### src/rtl/event_wait_pkg.sv
package event_wait_pkg;
  typedef struct packed {
    logic startWait;     // capture return address, clear count
    logic countTick;     // advance count by one (saturating)
    logic captureEvent;  // fold tick of event cycle into count, floor at 1
    logic sendBusy;      // load message: requester address, status -1
    logic sendFlag;      // load message: requester address, status 0
    logic sendWake;      // load message: stored address, stored count
  } ewr_strobe_t;
endpackage

### src/rtl/event_wait_ctrl.sv
module event_wait_ctrl #(
  parameter int STAT_W = 16
) (
  input  logic                     clk,
  input  logic                     rst,
  input  logic                     rdEn,
  input  logic                     wrEn,
  input  logic [STAT_W-1:0]        wrData,
  input  logic                     eventIn,
  input  logic                     tickIn,
  input  logic                     msgReady,
  output logic                     msgValid,
  output event_wait_pkg::ewr_strobe_t st
);
  logic waiting, fired, flag;
  logic waitNext, firedNext, flagNext;
  logic cancel, outFree, anySend;

  assign cancel  = wrEn && (wrData == '0) && waiting;
  assign outFree = !msgValid || msgReady;
  assign anySend = st.sendBusy || st.sendFlag || st.sendWake;

  always_comb begin
    st        = '0;
    waitNext  = waiting;
    firedNext = fired;
    flagNext  = flag;
    if (cancel) begin
      waitNext  = 1'b0;
      firedNext = 1'b0;
      if (eventIn) flagNext = 1'b1;
    end else if (waiting && fired) begin
      if (eventIn) flagNext = 1'b1;
      if (outFree) begin
        st.sendWake = 1'b1;
        waitNext    = 1'b0;
        firedNext   = 1'b0;
      end
    end else if (waiting) begin
      if (eventIn) begin
        st.captureEvent = 1'b1;
        firedNext       = 1'b1;
      end else if (tickIn) begin
        st.countTick = 1'b1;
      end
      if (rdEn && outFree) st.sendBusy = 1'b1;
    end else begin
      if (rdEn && outFree) begin
        if (flag || eventIn) begin
          st.sendFlag = 1'b1;
          flagNext    = 1'b0;
        end else begin
          st.startWait = 1'b1;
          waitNext     = 1'b1;
        end
      end else if (eventIn) begin
        flagNext = 1'b1;
      end
    end
  end

  always_ff @(posedge clk) begin
    if (rst) begin
      waiting  <= 1'b0;
      fired    <= 1'b0;
      flag     <= 1'b0;
      msgValid <= 1'b0;
    end else begin
      waiting <= waitNext;
      fired   <= firedNext;
      flag    <= flagNext;
      if (anySend)       msgValid <= 1'b1;
      else if (msgReady) msgValid <= 1'b0;
    end
  end

  // a second requester never displaces the current waiter
  p_busy_keeps_waiter_r7: assert property (@(posedge clk) disable iff (rst)
    (waiting && !fired && rdEn && !wrEn) |=> waiting);

  // a zero write frees a pending wait
  p_cancel_frees_r8: assert property (@(posedge clk) disable iff (rst)
    (waiting && wrEn && (wrData == '0)) |=> !waiting);

  // writes while idle never create a waiter
  p_idle_write_inert_r9: assert property (@(posedge clk) disable iff (rst)
    (!waiting && wrEn && !rdEn) |=> !waiting);

  // an untaken message stays offered
  p_msg_held_r10: assert property (@(posedge clk) disable iff (rst)
    (msgValid && !msgReady) |=> msgValid);

  // no wait is accepted while the output is blocked
  p_no_accept_blocked_r10: assert property (@(posedge clk) disable iff (rst)
    (!waiting && msgValid && !msgReady) |=> !waiting);

  // a recorded event is consumed by the immediate reply
  p_flag_consumed_r2: assert property (@(posedge clk) disable iff (rst)
    (!waiting && flag && rdEn && outFree) |=> (!flag && msgValid));
endmodule

### src/rtl/event_wait_dpath.sv
module event_wait_dpath #(
  parameter int ADDR_W = 16,
  parameter int STAT_W = 16
) (
  input  logic                       clk,
  input  logic                       rst,
  input  event_wait_pkg::ewr_strobe_t st,
  input  logic                       tickIn,
  input  logic [ADDR_W-1:0]          rdRetAddr,
  input  logic                       msgValid,
  input  logic                       msgReady,
  output logic [ADDR_W-1:0]          msgAddr,
  output logic [STAT_W-1:0]          msgStatus
);
  localparam int CNT_W = STAT_W - 1;
  localparam logic [CNT_W-1:0] CNT_MAX = '1;
  localparam logic [CNT_W-1:0] CNT_ONE = {{(CNT_W-1){1'b0}}, 1'b1};

  logic [CNT_W-1:0]  count;
  logic [ADDR_W-1:0] retAddr;
  logic [CNT_W:0]    sum;
  logic [CNT_W-1:0]  satSum, captured;

  assign sum      = {1'b0, count} + {{CNT_W{1'b0}}, tickIn};
  assign satSum   = sum[CNT_W] ? CNT_MAX : sum[CNT_W-1:0];
  assign captured = (satSum == '0) ? CNT_ONE : satSum;

  always_ff @(posedge clk) begin
    if (rst) begin
      count     <= '0;
      retAddr   <= '0;
      msgAddr   <= '0;
      msgStatus <= '0;
    end else begin
      if (st.startWait) begin
        count   <= '0;
        retAddr <= rdRetAddr;
      end else if (st.captureEvent) begin
        count <= captured;
      end else if (st.countTick) begin
        count <= satSum;
      end
      if (st.sendWake) begin
        msgAddr   <= retAddr;
        msgStatus <= {1'b0, count};
      end else if (st.sendBusy) begin
        msgAddr   <= rdRetAddr;
        msgStatus <= '1;
      end else if (st.sendFlag) begin
        msgAddr   <= rdRetAddr;
        msgStatus <= '0;
      end
    end
  end

  // address and status frozen while the message waits for ready
  p_msg_stable_r10: assert property (@(posedge clk) disable iff (rst)
    (msgValid && !msgReady) |=> ($stable(msgAddr) && $stable(msgStatus)));

  // a wake-up never reports zero or a negative count
  p_wake_positive_r4: assert property (@(posedge clk) disable iff (rst)
    st.sendWake |=> (!msgStatus[STAT_W-1] && (msgStatus != '0)));
endmodule

### src/rtl/event_wait_reg.sv
module event_wait_reg #(
  parameter int ADDR_W = 16,
  parameter int STAT_W = 16
) (
  input  logic              clk,
  input  logic              rst,
  input  logic              rdEn,
  input  logic [ADDR_W-1:0] rdRetAddr,
  input  logic              wrEn,
  input  logic [STAT_W-1:0] wrData,
  input  logic              eventIn,
  input  logic              tickIn,
  output logic              msgValid,
  input  logic              msgReady,
  output logic [ADDR_W-1:0] msgAddr,
  output logic [STAT_W-1:0] msgStatus
);
  event_wait_pkg::ewr_strobe_t st;

  event_wait_ctrl #(.STAT_W(STAT_W)) u_ctrl (
    .clk(clk), .rst(rst), .rdEn(rdEn), .wrEn(wrEn), .wrData(wrData),
    .eventIn(eventIn), .tickIn(tickIn), .msgReady(msgReady),
    .msgValid(msgValid), .st(st)
  );

  event_wait_dpath #(.ADDR_W(ADDR_W), .STAT_W(STAT_W)) u_dpath (
    .clk(clk), .rst(rst), .st(st), .tickIn(tickIn), .rdRetAddr(rdRetAddr),
    .msgValid(msgValid), .msgReady(msgReady),
    .msgAddr(msgAddr), .msgStatus(msgStatus)
  );
endmodule

### config.mk
export PLATFORM = sky130hd
export DESIGN_NAME = event_wait_reg
export DESIGN_NICKNAME = d
export VERILOG_FILES = /design/src/rtl/event_wait_pkg.sv /design/src/rtl/event_wait_ctrl.sv /design/src/rtl/event_wait_dpath.sv /design/src/rtl/event_wait_reg.sv
export SDC_FILE = /design/constraint.sdc
export NUM_CORES = 1
export LEC_CHECK = 0
export BUFFER_PORTS_ARGS = -buffer_cell sky130_fd_sc_hd__buf_4
export CAP_MARGIN = 20
export CORE_ASPECT_RATIO = 0.5
export CORE_MARGIN = 2
export CORE_UTILIZATION = 50
export CTS_BUF_LIST = sky130_fd_sc_hd__clkbuf_4 sky130_fd_sc_hd__clkbuf_8
export CTS_CLUSTER_SIZE = 28
export DETAILED_ROUTE_END_ITERATION = 8
export GPL_TIMING_DRIVEN = 1
export PLACE_DENSITY = 0.73
export SYNTH_ARGS = -nofsm -noshare
export SYNTH_HDL_FRONTEND = slang
export SYNTH_SLANG_ARGS = --single-unit
export TNS_END_PERCENT = 100
### constraint.sdc
create_clock -name clk -period 2.28 [get_ports clk]
set_input_delay 0.228 -clock clk [delete_from_list [all_inputs] [get_ports clk]]
set_output_delay 0.228 -clock clk [all_outputs]
set_load 0.03 [all_outputs]
# Word level (Yosys, flattened, before mapping)
# Cells that the tools add are included.
[totals]
regBits = 67
input_bits = 39
wordCells = 74
[classes]
n_addsub = 1
n_eq_ne = 3
mux = 39
n_reduce_logical = 22
[ops]
columns = ["cell", "n"]
rows = [
  ["$mux 16", 5],
  ["$mux 15", 5],
  ["$mux 1", 26],
  ["$add 15x1->16", 1],
  ["$logic_not 16->1", 1],
  ["$logic_not 15->1", 1],
  ["$reduce_bool 2->1", 5],
  ["$mux 6", 1],
  ["$reduce_or 2->1", 3],
  ["$mux 5", 1],
  ["$logic_and 1x1->1", 4],
  ["$logic_or 1x1->1", 4],
  ["$ne 4x2->1 const B", 1],
  ["$mux 3", 1],
  ["$ne 3x3->1 const B", 1],
  ["$reduce_and 3->1", 1],
  ["$reduce_bool 3->1", 1],
  ["$ne 2x1->1 const B", 1],
  ["$reduce_and 2->1", 1],
  ["$logic_not 1->1", 1],
]

# Logic depth before layout (Yosys ltp)
[depth]
word_depth = 10
ltp_mapped = 8

# Hierarchy
# Synthesis repeated with hierarchy kept, for this count alone.
[unflattened]
cells_unflattened = 347
hier_area_um2 = 3164.3
[by_module_without_submodules]
columns = ["module", "instances", "cells_each", "area_each_um2"]
rows = [
  ["event_wait_dpath", 1, 306, 2851.5],
  ["event_wait_ctrl", 1, 41, 312.8],
]

# Worst setup path before layout
# Ideal clock, no wire load.
[synth_timing]
path_kind = "register to register"
from = "register u_ctrl.msgValid"
to = "register u_dpath.msgStatus[10]"
arrival_time_ns = 1.638
required_ns = 2.152
setup_slack_ns = 0.514
stages_incl_launch_ff = 9
n_path_buf = 2
synth_period_minus_slack_ns = 1.766
path_cell_list = "dfxtp_1 -> nor2b_1 -> nor3b_2 -> o21ai_0 -> and2_1 -> buf_4 -> buf_6 -> a221oi_2 -> nor2_1"
[synth_via]
elab_chain_cells = 9
elab_cells_between_ends = 14
classes_between = "mux: 10; reduce/logical: 4"
[synth_rtl]
columns = ["element", "line", "text"]
rows = [
  ["start, declared", "event_wait_ctrl.sv:12", "output logic msgValid,"],
  ["start signal, assigned", "event_wait_ctrl.sv:67", "msgValid <= 1'b0;"],
  ["start signal, assigned", "event_wait_ctrl.sv:72", "if (anySend) msgValid <= 1'b1;"],
  ["start signal, assigned", "event_wait_ctrl.sv:73", "else if (msgReady) msgValid <= 1'b0;"],
  ["$logic_not 1->1 *", "event_wait_ctrl.sv:20", "assign outFree = !msgValid || msgReady;"],
  ["$logic_or 1x1->1 *", "event_wait_ctrl.sv:20", ""],
  ["$logic_and 1x1->1", "event_wait_ctrl.sv:46, event_wait_ctrl.sv:48", ""],
  ["$mux 1", "event_wait_ctrl.sv:46", "if (rdEn && outFree) st.sendBusy = 1'b1;"],
  ["$mux 3", "event_wait_ctrl.sv:39", "end else if (waiting) begin"],
  ["$mux 5", "event_wait_ctrl.sv:32", "end else if (waiting && fired) begin"],
  ["$mux 6 *", "event_wait_ctrl.sv:28", "if (cancel) begin"],
  ["$mux 16", "event_wait_dpath.sv:46", "end else if (st.sendBusy) begin"],
  ["$mux 15", "event_wait_dpath.sv:43", "if (st.sendWake) begin"],
  ["end signal, assigned", "event_wait_dpath.sv:45", "msgStatus <= {1'b0, count};"],
  ["end, declared", "event_wait_dpath.sv:13", "output logic [STAT_W-1:0] msgStatus"],
]
# Every way passes the cells marked *; elsewhere a longest branch is shown, timed or not.
# A chain may end at the register's enable or synchronous reset.

# Worst setup path in the final report
[layout_timing]
from = "register u_dpath.count[0]"
to = "register u_dpath.count[3]"
[layout_via]
elab_chain_cells = 5
elab_cells_between_ends = 6
classes_between = "add/sub: 1; mux: 4; reduce/logical: 1"
[layout_rtl]
columns = ["element", "line", "text"]
rows = [
  ["start, declared", "event_wait_dpath.sv:19", "logic [CNT_W-1:0] count;"],
  ["start signal, assigned", "event_wait_dpath.sv:39", "count <= captured;"],
  ["start signal, assigned", "event_wait_dpath.sv:41", "count <= satSum;"],
  ["$add 15x1->16 *", "event_wait_dpath.sv:24", "assign sum = {1'b0, count} + {{CNT_W{1'b0}}, tickIn};"],
  ["$mux 15 *", "event_wait_dpath.sv:25", "assign satSum = sum[CNT_W] ? CNT_MAX : sum[CNT_W-1:0];"],
  ["$logic_not 15->1", "event_wait_dpath.sv:26", "assign captured = (satSum == '0) ? CNT_ONE : satSum;"],
  ["$mux 15", "event_wait_dpath.sv:26", ""],
  ["$mux 15 *", "event_wait_dpath.sv:38", "end else if (st.captureEvent) begin"],
]
# Every way passes the cells marked *; elsewhere a longest branch is shown, timed or not. The select of a mux whose other input is x is not followed.

==> out/qor.txt <==
cells after synthesis = 378
net count after synthesis = 419
number of slew-limit violations in the final report = 0
# DRC = 0
number of violations of the max-capacitance limit = 0
DR WL met3 = 415 um
final setup margin = 0.277 ns
clock latency on the worst-skew pair = 0.35 ns
IO buf count = 71
category of the critical setup timing path = flop to flop
effective utilization at floorplan = 52.0%
result of the run = complete, no violations
number of warnings printed during yosys synthesis = 0
Area Growth Syn to Fin = 24.4%
net total in the final layout = 481
pin count of the biggest net entering global routing = 53
Fmax achieved = 499 MHz
power per cell area = 701 nW/um2
number of endpoints with negative hold slack in the final report = 0
final core utilization = 64.8%
Hold-fix buffers, CTS = 0
sequential share of the synthesized area = 42.4%
Worst Setup End Kind = flop
most frequent cells in the layout = 84 x sky130_fd_sc_hd__nand2_1, 79 x sky130_fd_sc_hd__buf_4, 67 x sky130_fd_sc_hd__dfxtp_1, 48 x sky130_fd_sc_hd__nor2_1, 35 x sky130_fd_sc_hd__a21oi_1
most common cell after layout, fill and taps aside = sky130_fd_sc_hd__nand2_1
final sum of negative setup slack = 0 ns
largest vdd supply drop = 326 uV
via count of the first global-routing pass = 2849
leakage component of the power = 1.59 nW
placement row count = 20
detailed route wirelength on metal2 = 3.84 mm
final estimated routing congestion in global placement = 0.850
clock edge transition at the registers on the reported setup and hold paths = 0.07 ns
final routed wire length divided by cell count = 14.3 um
synthesized area per cell = 8.37 um2
number of nets with antenna violations after detailed routing = 0
Setup Fix Bufs, Post-CTS = 0
WP data arrival = 2.26 ns
Final Total Pwr = 2.76 mW
number of resized instances in the post-cts repair step = 0
class of the tightest hold or removal check = input port to flop
Total GRT Usage = 23.7%
Setup-failing EPs final = 0
number of buffers between clock root and the deepest sink = 2
fraction of layout instances using a drive strength above 1 = 28.8%
Top Metal Used = met4
Main synth FF type = sky130_fd_sc_hd__dfxtp_1
Distinct cells, synth = 48
post-route insts no fill = 533
Startpoint Class = flop
drt total wl = 7.63 mm
Die ar. = 7020 um2
overall overflow remaining after global route = 0
clock tree from TritonCTS = yes
FF+latch count, synth = 67
number of clock buffers inserted by TritonCTS = 9
number of synthesized flops with an enable pin = 0
mapped cell area = 3160 um2
H-tree Lvls = 3
die width = 117 um
normalized max-slew margin = 58.0%
Worst Tran Pin Value = 0.630 ns
via count normalized by instance count = 5.59
share of async-settable or async-resettable flops after synthesis = 0%
antenna diode count = 0
setup repair after global routing missed its margin = false
Post-Route M1 WL = 3.27 mm
y dimension of the die = 60.3 um
portion of the clock cycle consumed by the worst path in the final layout = 87.9%
iteration count of the initial detailed-routing pass = 4
root buffer cell = sky130_fd_sc_hd__clkbuf_8
total number of vias = 2981
sink count of the clock tree = 67
global-route wire length before repair = 12.8 mm
half-perimeter wire length after placement = 5.25 mm
worst endpoint required time = 2.54 ns
core area = 6080 um2
Iteration-0 DRC Markers = 156
Final Critical Period = 2.00 ns
number of instances in the placed design = 517
placement-stage worst setup slack = 0.234 ns
initial antenna violation count = 0
io pins = 72
Setup Skew = 0.00601 ns
Worst Path Max Fanout = 8
==> cells by family after synthesis <==
kind of cell	Yosys count	share of synthesized area, %
and+or+nand+nor	185	27.2
AOI/OAI and AO/OA	89	23.4
DFF	67	42.4
buffers and inverters	31	4.98
xor gates and xnor gates	2	0.554
muxes	2	0.633
adders and majority gates	2	0.791
==> synth_stat cells, types with 2 or more instances <==
master,instances,share of area (%)
sky130_fd_sc_hd__a311oi_2,7,3.3
sky130_fd_sc_hd__and3_1,4,0.79
sky130_fd_sc_hd__and2_1,3,0.59
sky130_fd_sc_hd__dfxtp_1,67,42
sky130_fd_sc_hd__buf_6,3,1.1
sky130_fd_sc_hd__a311oi_1,13,3.6
sky130_fd_sc_hd__clkbuf_1,15,1.8
sky130_fd_sc_hd__a221oi_1,6,1.7
sky130_fd_sc_hd__a221oi_2,9,4.3
sky130_fd_sc_hd__nor4_2,2,0.79
sky130_fd_sc_hd__nand2b_1,2,0.40
sky130_fd_sc_hd__inv_1,2,0.24
sky130_fd_sc_hd__and3_2,2,0.47
sky130_fd_sc_hd__o21ai_0,5,0.79
sky130_fd_sc_hd__mux2i_1,2,0.63
sky130_fd_sc_hd__ha_1,2,0.79
sky130_fd_sc_hd__nand2_1,84,10
sky130_fd_sc_hd__nor2_1,48,5.7
sky130_fd_sc_hd__a211oi_1,6,1.4
sky130_fd_sc_hd__buf_2,9,1.4
sky130_fd_sc_hd__buf_4,2,0.47
sky130_fd_sc_hd__nor4_1,4,0.79
sky130_fd_sc_hd__nor2b_1,2,0.40
sky130_fd_sc_hd__nand3_1,8,1.3
sky130_fd_sc_hd__a21oi_1,35,5.5
sky130_fd_sc_hd__nand4_1,2,0.40
sky130_fd_sc_hd__nor3_1,13,2.1
==> power breakdown <==
| group | internal [mW] | switching, mW | total (mW) |
|---|---|---|---|
| Combinational | 0.198 | 0.293 | 0.491 |
| Sequential | 1.24 | 0.0403 | 1.28 |
| Clock | 0.541 | 0.448 | 0.989 |
==> critical path, cell delays in order (launching register included) <==
cell and delay, ns:
sky130_fd_sc_hd__dfxtp_1 0.38, sky130_fd_sc_hd__ha_1 0.29, sky130_fd_sc_hd__nand3_1 0.13, sky130_fd_sc_hd__nor2_1 0.27, sky130_fd_sc_hd__nand2_1 0.24, sky130_fd_sc_hd__and2_1 0.32
sky130_fd_sc_hd__a311oi_1 0.28
==> final timing paths <==
kind / start / endpoint / slack [ns] / depth (start not counted)
setup / recovery: u_dpath.count[0] / u_dpath.count[3] / 0.28 / 6
hold / removal: rdRetAddr[12] / u_dpath.retAddr[12] / 0.12 / 3
setup reg to reg: u_dpath.count[0] / u_dpath.count[3] / 0.28 / 6
hold reg to reg: u_dpath.retAddr[6] / u_dpath.retAddr[6] / 0.46 / 2
==> routing by layer <==
metal,up-vias,global-route usage [%]
li1,1474,-
met5,-,0
met3,13,7.10
met2,80,42.4
met4,0,9.18
met1,1414,27.2
==> layout make-up <==
cell class                      instances  area (um2)
Clock buffer                           11         145
Fill cell                             542        2140
Timing Repair Buffer                   80         613
Inverter                                2        7.51
Sequential cell                        67        1340
Multi-Input combinational cell        280        1670
Tap cell                               88         110
Clock inverter                          5        52.6
==> flip-flops by register name, indices dropped and copies added, names as in the netlist <==
register	flops
u_ctrl.waiting	1
u_dpath.count	15
u_dpath.msgStatus	16
u_ctrl.fired	1
u_ctrl.flag	1
u_ctrl.msgValid	1
u_dpath.retAddr	16
u_dpath.msgAddr	16
==> stage by stage <==
step	hold WS, ns	cell area [um2]
2_1_floorplan	0.364	3160
3_3_place_gp	0.443	3740
3_5_place_dp	0.447	3740
4_1_cts	0.109	3940
5_1_grt	0.123	3940
6_report	0.124	3940
Power figures use the tool's default switching activity.
